===== src/rtl/flashemu_pkg.sv =====
package flashemu_pkg;

  typedef enum logic [2:0] {
    ST_IDLE   = 3'd0,
    ST_RD_STG = 3'd1,
    ST_WT_STG = 3'd2,
    ST_RD_TGT = 3'd3,
    ST_WT_TGT = 3'd4,
    ST_WRITE  = 3'd5,
    ST_DONE   = 3'd6
  } fe_state_e;

  typedef enum logic [1:0] {
    FE_OP_PROG         = 2'd0,
    FE_OP_ERASE_SECTOR = 2'd1,
    FE_OP_ERASE_ARRAY  = 2'd2
  } fe_op_e;

endpackage


===== src/rtl/fe_req_decode.sv =====
module fe_req_decode
  import flashemu_pkg::*;
#(
  parameter int unsigned PIDX_W       = 10,
  parameter int unsigned PAGE_WORDS   = 32,
  parameter int unsigned SECTOR_PAGES = 128,
  parameter int unsigned ARRAY_PAGES  = 1024,
  parameter int unsigned WOFF_W       = 15,
  parameter int unsigned CNT_W        = 16
) (
  input  logic              erase_i,
  input  logic              whole_i,
  input  logic [PIDX_W-1:0] page_i,
  output fe_op_e            op_o,
  output logic [WOFF_W-1:0] start_word_o,
  output logic [CNT_W-1:0]  word_total_o
);

  localparam int unsigned PW_LOG = $clog2(PAGE_WORDS);
  localparam logic [PIDX_W-1:0] SEC_MASK = PIDX_W'(SECTOR_PAGES - 1);

  logic [PIDX_W-1:0] page_eff;

  // operation select, sector alignment, region length
  always_comb begin
    if (!erase_i) begin
      op_o         = FE_OP_PROG;
      page_eff     = page_i;
      word_total_o = CNT_W'(PAGE_WORDS);
    end else if (!whole_i) begin
      op_o         = FE_OP_ERASE_SECTOR;
      page_eff     = page_i & ~SEC_MASK;
      word_total_o = CNT_W'(SECTOR_PAGES * PAGE_WORDS);
    end else begin
      op_o         = FE_OP_ERASE_ARRAY;
      page_eff     = '0;
      word_total_o = CNT_W'(ARRAY_PAGES * PAGE_WORDS);
    end
  end

  assign start_word_o = WOFF_W'(page_eff) << PW_LOG;

endmodule


===== src/rtl/fe_word_walker.sv =====
module fe_word_walker #(
  parameter int unsigned CNT_W = 16
) (
  input  logic             clk,
  input  logic             rst_n,
  input  logic             clr_i,
  input  logic             adv_i,
  input  logic             active_i,
  input  logic [CNT_W-1:0] total_i,
  output logic [CNT_W-1:0] idx_o,
  output logic             last_o
);

  logic [CNT_W-1:0] idx_q, idx_d;
  logic             idx_en;

  always_comb begin
    idx_en = clr_i | adv_i;
    idx_d  = clr_i ? '0 : idx_q + 1'b1;
  end

  always_ff @(posedge clk or negedge rst_n) begin
    if (!rst_n)      idx_q <= '0;
    else if (idx_en) idx_q <= idx_d;
  end

  assign idx_o  = idx_q;
  assign last_o = (idx_q == total_i - 1'b1);

  // the word offset never leaves the selected region
  a_r5_idx_in_region: assert property (@(posedge clk) disable iff (!rst_n)
    active_i |-> (idx_q < total_i));

endmodule


===== src/rtl/fe_lat_timer.sv =====
module fe_lat_timer #(
  parameter int unsigned READ_LAT = 2
) (
  input  logic clk,
  input  logic rst_n,
  input  logic launch_i,
  output logic fire_o
);

  localparam int unsigned LW = $clog2(READ_LAT + 1);

  logic [LW-1:0] cnt_q, cnt_d;

  always_comb begin
    if (launch_i)           cnt_d = LW'(READ_LAT);
    else if (cnt_q != '0)   cnt_d = cnt_q - 1'b1;
    else                    cnt_d = cnt_q;
  end

  always_ff @(posedge clk or negedge rst_n) begin
    if (!rst_n) cnt_q <= '0;
    else        cnt_q <= cnt_d;
  end

  // data is due in the cycle where one count remains
  assign fire_o = (cnt_q == LW'(1));

  // a new read is never launched while one is still in flight
  a_r10_single_read: assert property (@(posedge clk) disable iff (!rst_n)
    launch_i |-> (cnt_q == '0));

endmodule


===== src/rtl/flashemu_pgm_engine.sv =====
module flashemu_pgm_engine
  import flashemu_pkg::*;
#(
  parameter int unsigned ADDR_W       = 32,
  parameter int unsigned DATA_W       = 32,
  parameter int unsigned PAGE_BYTES   = 128,
  parameter int unsigned SECTOR_PAGES = 128,
  parameter int unsigned ARRAY_PAGES  = 1024,
  parameter int unsigned PIDX_W       = 10,
  parameter int unsigned READ_LAT     = 2,
  parameter logic [ADDR_W-1:0] ARRAY_BASE = 'h0010_0000,
  parameter logic [ADDR_W-1:0] STAGE_BASE = 'h0000_2000
) (
  input  logic              clk,
  input  logic              rst_n,
  input  logic              req_pending,
  input  logic              req_erase,
  input  logic              req_whole,
  input  logic [PIDX_W-1:0] req_page,
  input  logic              done_ack,
  output logic              done,
  output logic              mem_valid,
  output logic              mem_we,
  output logic [ADDR_W-1:0] mem_addr,
  output logic [DATA_W-1:0] mem_wdata,
  input  logic              mem_ready,
  input  logic [DATA_W-1:0] mem_rdata
);

  localparam int unsigned BPW         = DATA_W / 8;
  localparam int unsigned BW_LOG      = $clog2(BPW);
  localparam int unsigned PAGE_WORDS  = PAGE_BYTES / BPW;
  localparam int unsigned PW_LOG      = $clog2(PAGE_WORDS);
  localparam int unsigned WOFF_W      = PIDX_W + PW_LOG;
  localparam int unsigned ARRAY_WORDS = ARRAY_PAGES * PAGE_WORDS;
  localparam int unsigned CNT_W       = $clog2(ARRAY_WORDS + 1);
  localparam int unsigned AW1         = ADDR_W + 1;
  localparam logic [ADDR_W:0] ARRAY_END = {1'b0, ARRAY_BASE} + AW1'(ARRAY_WORDS * BPW);

  fe_state_e         state_q, state_d;
  logic              lat_erase_q, lat_whole_q;
  logic [PIDX_W-1:0] lat_page_q;
  logic [DATA_W-1:0] stg_q, tgt_q;
  logic              take, rd_launch, rd_fire, wr_accept, last, busy;
  logic              cap_stg, cap_tgt;
  fe_op_e            op;
  logic [WOFF_W-1:0] start_word;
  logic [CNT_W-1:0]  word_total, word_idx;
  logic [ADDR_W-1:0] stg_addr, arr_addr;

  // ---------------- request latch ----------------
  assign take = (state_q == ST_IDLE) && req_pending;

  always_ff @(posedge clk or negedge rst_n) begin
    if (!rst_n) begin
      lat_erase_q <= 1'b0;
      lat_whole_q <= 1'b0;
      lat_page_q  <= '0;
    end else if (take) begin
      lat_erase_q <= req_erase;
      lat_whole_q <= req_whole;
      lat_page_q  <= req_page;
    end
  end

  fe_req_decode #(
    .PIDX_W       (PIDX_W),
    .PAGE_WORDS   (PAGE_WORDS),
    .SECTOR_PAGES (SECTOR_PAGES),
    .ARRAY_PAGES  (ARRAY_PAGES),
    .WOFF_W       (WOFF_W),
    .CNT_W        (CNT_W)
  ) u_decode (
    .erase_i      (lat_erase_q),
    .whole_i      (lat_whole_q),
    .page_i       (lat_page_q),
    .op_o         (op),
    .start_word_o (start_word),
    .word_total_o (word_total)
  );

  // ---------------- word walker and read timer ----------------
  assign wr_accept = (state_q == ST_WRITE) && mem_ready;
  assign rd_launch = ((state_q == ST_RD_STG) || (state_q == ST_RD_TGT)) && mem_ready;
  assign busy      = (state_q != ST_IDLE) && (state_q != ST_DONE);

  fe_word_walker #(
    .CNT_W    (CNT_W)
  ) u_walker (
    .clk      (clk),
    .rst_n    (rst_n),
    .clr_i    (take),
    .adv_i    (wr_accept),
    .active_i (busy),
    .total_i  (word_total),
    .idx_o    (word_idx),
    .last_o   (last)
  );

  fe_lat_timer #(
    .READ_LAT (READ_LAT)
  ) u_timer (
    .clk      (clk),
    .rst_n    (rst_n),
    .launch_i (rd_launch),
    .fire_o   (rd_fire)
  );

  // ---------------- sequencer ----------------
  always_comb begin
    state_d = state_q;
    unique case (state_q)
      ST_IDLE:   if (req_pending) state_d = req_erase ? ST_WRITE : ST_RD_STG;
      ST_RD_STG: if (mem_ready)   state_d = ST_WT_STG;
      ST_WT_STG: if (rd_fire)     state_d = ST_RD_TGT;
      ST_RD_TGT: if (mem_ready)   state_d = ST_WT_TGT;
      ST_WT_TGT: if (rd_fire)     state_d = ST_WRITE;
      ST_WRITE: begin
        if (mem_ready) begin
          if (last)                   state_d = ST_DONE;
          else if (op == FE_OP_PROG)  state_d = ST_RD_STG;
          else                        state_d = ST_WRITE;
        end
      end
      ST_DONE:   if (done_ack)    state_d = ST_IDLE;
      default:                    state_d = ST_IDLE;
    endcase
  end

  always_ff @(posedge clk or negedge rst_n) begin
    if (!rst_n) state_q <= ST_IDLE;
    else        state_q <= state_d;
  end

  // ---------------- read data capture ----------------
  assign cap_stg = (state_q == ST_WT_STG) && rd_fire;
  assign cap_tgt = (state_q == ST_WT_TGT) && rd_fire;

  always_ff @(posedge clk or negedge rst_n) begin
    if (!rst_n)       stg_q <= '0;
    else if (cap_stg) stg_q <= mem_rdata;
  end

  always_ff @(posedge clk or negedge rst_n) begin
    if (!rst_n)       tgt_q <= '0;
    else if (cap_tgt) tgt_q <= mem_rdata;
  end

  // ---------------- memory port ----------------
  assign stg_addr  = STAGE_BASE + (ADDR_W'(word_idx) << BW_LOG);
  assign arr_addr  = ARRAY_BASE + ((ADDR_W'(start_word) + ADDR_W'(word_idx)) << BW_LOG);

  assign mem_valid = (state_q == ST_RD_STG) || (state_q == ST_RD_TGT) || (state_q == ST_WRITE);
  assign mem_we    = (state_q == ST_WRITE);
  assign mem_addr  = (state_q == ST_RD_STG) ? stg_addr : arr_addr;
  assign mem_wdata = (op == FE_OP_PROG) ? (stg_q & tgt_q) : '1;
  assign done      = (state_q == ST_DONE);

  // ---------------- assertions ----------------
  // a stalled access holds still
  a_r9_hold_on_stall: assert property (@(posedge clk) disable iff (!rst_n)
    (mem_valid && !mem_ready) |=> (mem_valid && $stable(mem_we) &&
                                   $stable(mem_addr) && $stable(mem_wdata)));

  // done only follows an accepted write
  a_r7_done_after_write: assert property (@(posedge clk) disable iff (!rst_n)
    $rose(done) |-> $past(mem_valid && mem_we && mem_ready));

  // done only drops after an acknowledge
  a_r8_done_until_ack: assert property (@(posedge clk) disable iff (!rst_n)
    $fell(done) |-> $past(done_ack));

  // writes stay inside the array
  a_r6_write_in_array: assert property (@(posedge clk) disable iff (!rst_n)
    (mem_valid && mem_we) |-> (({1'b0, mem_addr} >= {1'b0, ARRAY_BASE}) &&
                               ({1'b0, mem_addr} < ARRAY_END)));

  // erase data is all ones
  a_r4_erase_all_ones: assert property (@(posedge clk) disable iff (!rst_n)
    (mem_valid && mem_we && lat_erase_q) |-> (&mem_wdata));

endmodule


===== config.mk =====
export PLATFORM = sky130hd
export DESIGN_NAME = flashemu_pgm_engine
export DESIGN_NICKNAME = d
export VERILOG_FILES = /design/src/rtl/flashemu_pkg.sv /design/src/rtl/fe_req_decode.sv /design/src/rtl/fe_word_walker.sv /design/src/rtl/fe_lat_timer.sv /design/src/rtl/flashemu_pgm_engine.sv
export SDC_FILE = /design/constraint.sdc
export NUM_CORES = 1
export LEC_CHECK = 0
export ABC_AREA = 1
export CAP_MARGIN = 15
export CORE_MARGIN = 1.5
export CORE_UTILIZATION = 40
export DETAILED_ROUTE_END_ITERATION = 8
export DONT_BUFFER_PORTS = 1
export PLACE_DENSITY = 0.58
export SLEW_MARGIN = 15
export SYNTH_ARGS = -nofsm -noshare
export SYNTH_HDL_FRONTEND = slang
export SYNTH_SLANG_ARGS = --single-unit

===== constraint.sdc =====
create_clock -name clk -period 2.59 [get_ports clk]
set_clock_uncertainty 0.1 [all_clocks]
set_input_delay 0.518 -clock clk [delete_from_list [all_inputs] [get_ports clk]]
set_output_delay 0.518 -clock clk [all_outputs]
set_load 0.01 [all_outputs]

==> results.cfg, run 1 <==
[yosys]
synth-edff-count = 0
syn-cell-area_mm2 = 0.005523
synthFlopType = dfrtp_1
ys_seq_area_share_pct = 43.95
syn-mean-instance-area_um2 = 7.296
synth-async-reset-ratio_pct = 100.0
synth-seq-cells = 97
synthCells = 757
synth_warnings = 0
synth.distinct_cells = 33

[cells_and_area]
syn2layout_area_growth_pct = 15.18
n_fill_cell = 1339
multi_input_area_mm2 = 0.002758
antennaDiodeCount = 0
drive_gt1_share_pct = 15.40
stdcell_area_mm2 = 0.006361
regArea_mm2 = 0.002429
nets = 838

[detailed_routing]
drtIter0Drc = 251
wire_per_inst_um = 14.56
vias_per_cell = 5.063
vias = 4835
ant_nets = 0
drc = 0
drt_pass1_iterations = 5
totalWireLength_mm = 13.91

[min_path]
hold_class = input port to asynchronous set/reset pin

[timing]
fin_ws_ps = -133.0
final.period_utilization_pct = 105.1
setup_viol = 9
period_minus_slack_ps = 2723
worst_pin_slew_ps = 567.4
final-max-slew-violation-count = 0
finalHoldViolCount = 97
rsz0062_at_grt = yes
relSlewSlack_pct = 62.17
hold_slack_ps = -242.5
fmax_ghz = 0.3672
tns_ps = -591.9

[setup_path]
crit_path_max_fanout = 5
worstSetupPathType = flop to output pin
max_stage_delay_ps = 420
path_cells = nor2_1 > ha_2 > fa_2 > nand3_2 > nand3_4 > nand2_2 > nand2_2 > nand2_1 > nand2_1 > o21ai_1 > buf_4
slowest_stage = dfrtp_2
cp_data_required_time_ps = 1970
worst_ep_arrival_time_ps = 2100
worstSetupStartpointType = flop
endpoint_kind = output pin

[grt]
grt_use_total_pct = 19.42
antenna_found_initial = 0
grt_max_degree = 98
grt_overflow = 0
grt_pass1_vias = 4594
grt_pass1_wl_mm = 22.35

[place]
routabilityCongestion = 0.8957
io_buffers = 0
dp.final_hpwl_mm = 9.782
placed_area_mm2 = 0.005709

[floorplan]
die_h_um = 120.5
die_area_mm2 = 0.01452
start_util_pct = 41.38
rows = 42
core_mm2 = 0.01335
ioPinCount = 116
die_width_um = 120.5

[clock_tree]
numCtsBuffers = 9
h-tree-depth = 3
cts.clk_slew.worst_paths_ps = 70
cts_buffer_depth = 2
clkLatencyLatePin_ps = 350
cts.sinks = 97
clock-root-buffer = clkbuf_16
cts_tree = yes

[run_status]
status = complete, but fails checks
failed_checks = negative hold slack, negative setup slack

[pwr]
p_leak_nw = 3.295
ir_worst_vdd_uv = 522.9
total_power_mw = 8.026
p_per_area_mw_per_mm2 = 1262

[job]
max-cap-violations = 0
[cell usage in the layout (no fill, tap or decap), types with 6 or more instances in the layout]
cell type,instances
nand2_1,243
clkbuf_16,9
buf_4,37
nor2_1,50
ha_1,6
inv_1,86
ha_4,7
nand2_2,16
o21ai_0,76
dfrtp_1,96
a21oi_1,18
conb_1,14
o21ai_1,9
nand3_2,6
nor2_4,8
nand3_1,33
nor2_2,6
nand4_1,16
[metal layers]
layer  global-route usage [%]  wire length, um  vias up
met5                        0                0        -
met4                    8.235              297        0
met3                    4.198              850       20
met2                    31.82             6801      165
met1                    24.81             5960     2269
li1                         -                -     2381
[Yosys cell counts, types with 2 or more instances]
| master | number | area share, % |
|---|---|---|
| buf_6 | 5 | 1.0 |
| buf_4 | 21 | 2.9 |
| nor3_1 | 3 | 0.27 |
| xor2_1 | 4 | 0.63 |
| ha_1 | 14 | 3.2 |
| dfrtp_1 | 97 | 44 |
| or2_2 | 3 | 0.34 |
| nand3_1 | 38 | 3.4 |
| nand2_1 | 258 | 18 |
| inv_1 | 89 | 6.0 |
| nand3_2 | 2 | 0.36 |
| a21oi_1 | 23 | 2.1 |
| buf_2 | 5 | 0.45 |
| nand4_1 | 16 | 1.8 |
| xnor2_1 | 2 | 0.32 |
| nor2_2 | 3 | 0.34 |
| clkbuf_1 | 12 | 0.82 |
| nor2_1 | 59 | 4.0 |
| nor2_4 | 2 | 0.41 |
| o21ai_1 | 4 | 0.36 |
| inv_2 | 2 | 0.14 |
| nand2_4 | 4 | 0.82 |
| o21ai_0 | 81 | 7.3 |
[cell type report]
cell class / instances / share of cell area, %
sequential: 97 / 38.18
timing repair buffer: 38 / 4.544
inverter: 91 / 5.409
clock buffer: 9 / 3.541
clock inverter: 7 / 1.515
multi-input combinational: 537 / 43.35
tap: 176 / 3.462
[worst max-delay path, delay by kind of cell, from the launching register on]
kind | cells | cell delay, ps
simple gates | 7 | 520
flops | 1 | 420
fa+ha+maj | 2 | 530
compound gates | 1 | 140
buf+inv | 1 | 140
[cell families (layout without fill, tap and decap cells)]
group	Yosys count	in the layout	share of synthesized area, %
AOI/OAI and AO/OA	111	111	10.15
adders and majority gates	15	15	3.534
DFF	97	97	43.95
xor gates and xnor gates	6	6	0.9515
buffers and inverters	136	145	11.49
other	1	14	0.06790
muxes	1	1	0.2718
and+or+nand+nor	390	390	29.59
[flip-flops by register name, summed over array words and instances (netlist names)]
signal	flops
stg_q	32
tgt_q	32
u_timer.cnt_q	2
lat_whole_q	1
lat_page_q	10
lat_erase_q	1
state_q	3
u_walker.idx_o	16
[power breakdown]
| group | switching, mW | total (mW) | internal, mW |
|---|---|---|---|
| combinational | 2.38 | 3.87 | 1.49 |
| sequential | 0.481 | 2.71 | 2.23 |
| clock | 0.659 | 1.44 | 0.781 |
[repair_timing]
item | in CTS | in global routing
pin swaps | 23 | 14
endpoints found under the hold margin | 97 | 97
gates resized for setup | 32 | 33
endpoints found under the setup margin | 10 | 12
setup buffers | 7 | 3
[per-stage QoR]
stage / cells / setup WS [ps] / utilization (%) / hold WS [ps]
floorplan: 770 / 9.484 / - / 122.4
global placement: 929 / 110.6 / 42.77 / 126.3
detailed placement: 929 / 99.46 / 42.77 / 125.6
CTS: 952 / -120.2 / 46.48 / -257.9
global route: 955 / -226.3 / 47.66 / -262.1
finish: 955 / -133.0 / 47.66 / -242.5
[final timing paths]
path / slack, ps / startpoint / cells past startpoint / endpoint
worst min register to register: 390 / stg_q[26]$_DFFE_PN0P_ / 2 / stg_q[26]$_DFFE_PN0P_
max in group asynchronous: 2460 / rst_n / 0 / lat_erase_q$_DFFE_PN0P_
worst max register to register: 650 / state_q[2]$_DFFE_PN0P_ / 6 / stg_q[17]$_DFFE_PN0P_
min in group clk: 210 / req_whole / 1 / lat_whole_q$_DFFE_PN0P_
worst max-delay path: -130 / lat_erase_q$_DFFE_PN0P_ / 11 / mem_addr[15]
worst min-delay path: -240 / rst_n / 0 / tgt_q[25]$_DFFE_PN0P_
No activity file was read; power rests on OpenSTA's default activity.
==> inputs of run 2 (changes only) <==
--- a/config.mk
+++ b/config.mk
@@ -15,4 +15,5 @@
 export SLEW_MARGIN = 15
 export SYNTH_ARGS = -nofsm -noshare
 export SYNTH_HDL_FRONTEND = slang
+export SYNTH_HIERARCHICAL = 1
 export SYNTH_SLANG_ARGS = --single-unit
==> run 2 against run 1 <==
Effect of this change:
- the run still ends with negative hold slack, negative setup slack left
- flip-flop and latch count unchanged
- cell count increased by 26%
- routed wire length increased by 18%
- fmax increased by 2.4%
- register-to-register slack got worse by 220 ps
- sequential power decreased by 3%
- die area increased by 17%
- combinational power decreased by 2%
- global-route usage increased by 0.65 points
- sequential share of layout area decreased by 6.1 points
- largest power group unchanged
==> results.cfg, run 2 <==
[detailed_routing]
drc = 0
vias = 5709
drt_pass1_iterations = 4
drtIter0Drc = 303
ant_nets = 0
totalWireLength_mm = 16.37
wire_per_inst_um = 13.65
vias_per_cell = 4.761

[floorplan]
die_width_um = 130.6
ioPinCount = 116
die_area_mm2 = 0.01706
core_mm2 = 0.01589
rows = 46
die_h_um = 130.6
start_util_pct = 41.01

[timing]
final.period_utilization_pct = 102.7
fin_ws_ps = -69.21
period_minus_slack_ps = 2659
hold_slack_ps = -246.2
setup_viol = 6
final-max-slew-violation-count = 0
fmax_ghz = 0.3761
worst_pin_slew_ps = 551.9
relSlewSlack_pct = 63.16
tns_ps = -312.6
finalHoldViolCount = 97
rsz0062_at_grt = yes

[setup_path]
worstSetupStartpointType = flop
worst_ep_arrival_time_ps = 2040
path_delay_family = simple AND/OR/NAND/NOR gates
endpoint_kind = output pin
max_stage_delay_ps = 430
crit_path_max_fanout = 7
cp_data_required_time_ps = 1970
critPathBufInv = 1
slowest_stage = dfrtp_2
worstSetupPathType = flop to output pin
path_cells = buf_12 > a21oi_4 > ha_4 > nand2_2 > nand2_2 > nand3_2 > nand3_2 > nor2_1 > nand2_1 > nand2_1 > nand2_1 > nand2_2

[clock_tree]
clkLatencyLatePin_ps = 360
cts_buffer_depth = 2
cts.sinks = 97
clock-root-buffer = clkbuf_16
h-tree-depth = 3
numCtsBuffers = 9
cts.clk_slew.worst_paths_ps = 70
cts_tree = yes

[cells_and_area]
utilization_pct = 47.73
antennaDiodeCount = 0
nets = 1048
final_cell_mix = nand2_1 (311), inv_1 (118), dfrtp_1 (95), o21ai_0 (65), nor2_1 (51)
syn2layout_area_growth_pct = 16.38
final_common_cell = nand2_1
n_fill_cell = 1677
drive_gt1_share_pct = 18.11

[pwr]
p_per_area_mw_per_mm2 = 1051
ir_worst_vdd_uv = 606.8
p_leak_nw = 4.083

[yosys]
synth_warnings = 6
syn-cell-area_mm2 = 0.006515
syn-mean-instance-area_um2 = 6.794
synthCells = 959

[place]
routabilityCongestion = 0.8878
io_buffers = 0
dp.final_hpwl_mm = 11.79

[run_status]
failed_checks = negative hold slack, negative setup slack
status = complete, but fails checks

[grt]
grt_pass1_wl_mm = 26.47
grt_pass1_vias = 5449
grt_max_degree = 98
grt_overflow = 0
antenna_found_initial = 0
grt_use_total_pct = 20.06

[job]
max-cap-violations = 0

[min_path]
hold_class = input port to asynchronous set/reset pin
-- run 2: cell type report --
class	count	area, um2	share of cell area [%]
clock buffers	10	239.0	3.152
clock inverters	6	107.6	1.419
inverters	140	528.0	6.964
multi-input cells	696	3649	48.12
flip-flops and latches	97	2430	32.05
well taps	216	270.3	3.564
repair buffers	34	359.1	4.736
-- run 2: per-layer routing --
metal  track usage (%)  share of wire [%]
met1             26.19                 45
met2             32.01                 45
met3             4.601                7.1
met4             8.791                2.8
met5                 0                  0
-- run 2: worst paths after layout --
path,start,to,slack [ps],cells after the start
worst max-delay path,lat_erase_q$_DFFE_PN0P_,mem_addr[17],-70,12
worst min-delay path,rst_n,lat_page_q[2]$_DFFE_PN0P_,-250,0
worst max register to register,lat_erase_q$_DFFE_PN0P_,state_q[2]$_DFFE_PN0P_,430,16
worst min register to register,lat_page_q[9]$_DFFE_PN0P_,lat_page_q[9]$_DFFE_PN0P_,370,2
max in group asynchronous,rst_n,tgt_q[27]$_DFFE_PN0P_,2470,0
min in group clk,req_whole,lat_whole_q$_DFFE_PN0P_,180,2
-- run 2: power breakdown --
part / leakage [nW] / total [mW] / internal [mW] / switching, mW
combinational: 2.74 / 3.81 / 1.48 / 2.32
clock: 0.170 / 1.55 / 0.899 / 0.651
sequential: 1.17 / 2.62 / 2.19 / 0.430
total: 4.08 / 7.97 / 4.57 / 3.41
-- run 2: through the flow --
stage	power, mW	worst slack [ps]	area (um2)	cells
floorplan	5.032	339.5	6628	989
CTS	7.872	-68.76	7465	1198
finish	7.972	-69.21	7582	1199
global placement	5.711	77.32	6715	1169
detailed placement	5.752	54.47	6715	1169
global route	8.634	-194.0	7582	1199
-- run 2: repair_timing --
item	in CTS	in global routing
hold endpoints to repair	97	97
pin swaps	28	27
cloned	2	0
setup buffers	11	1
gates resized for setup	61	39
endpoints found under the setup margin	43	11
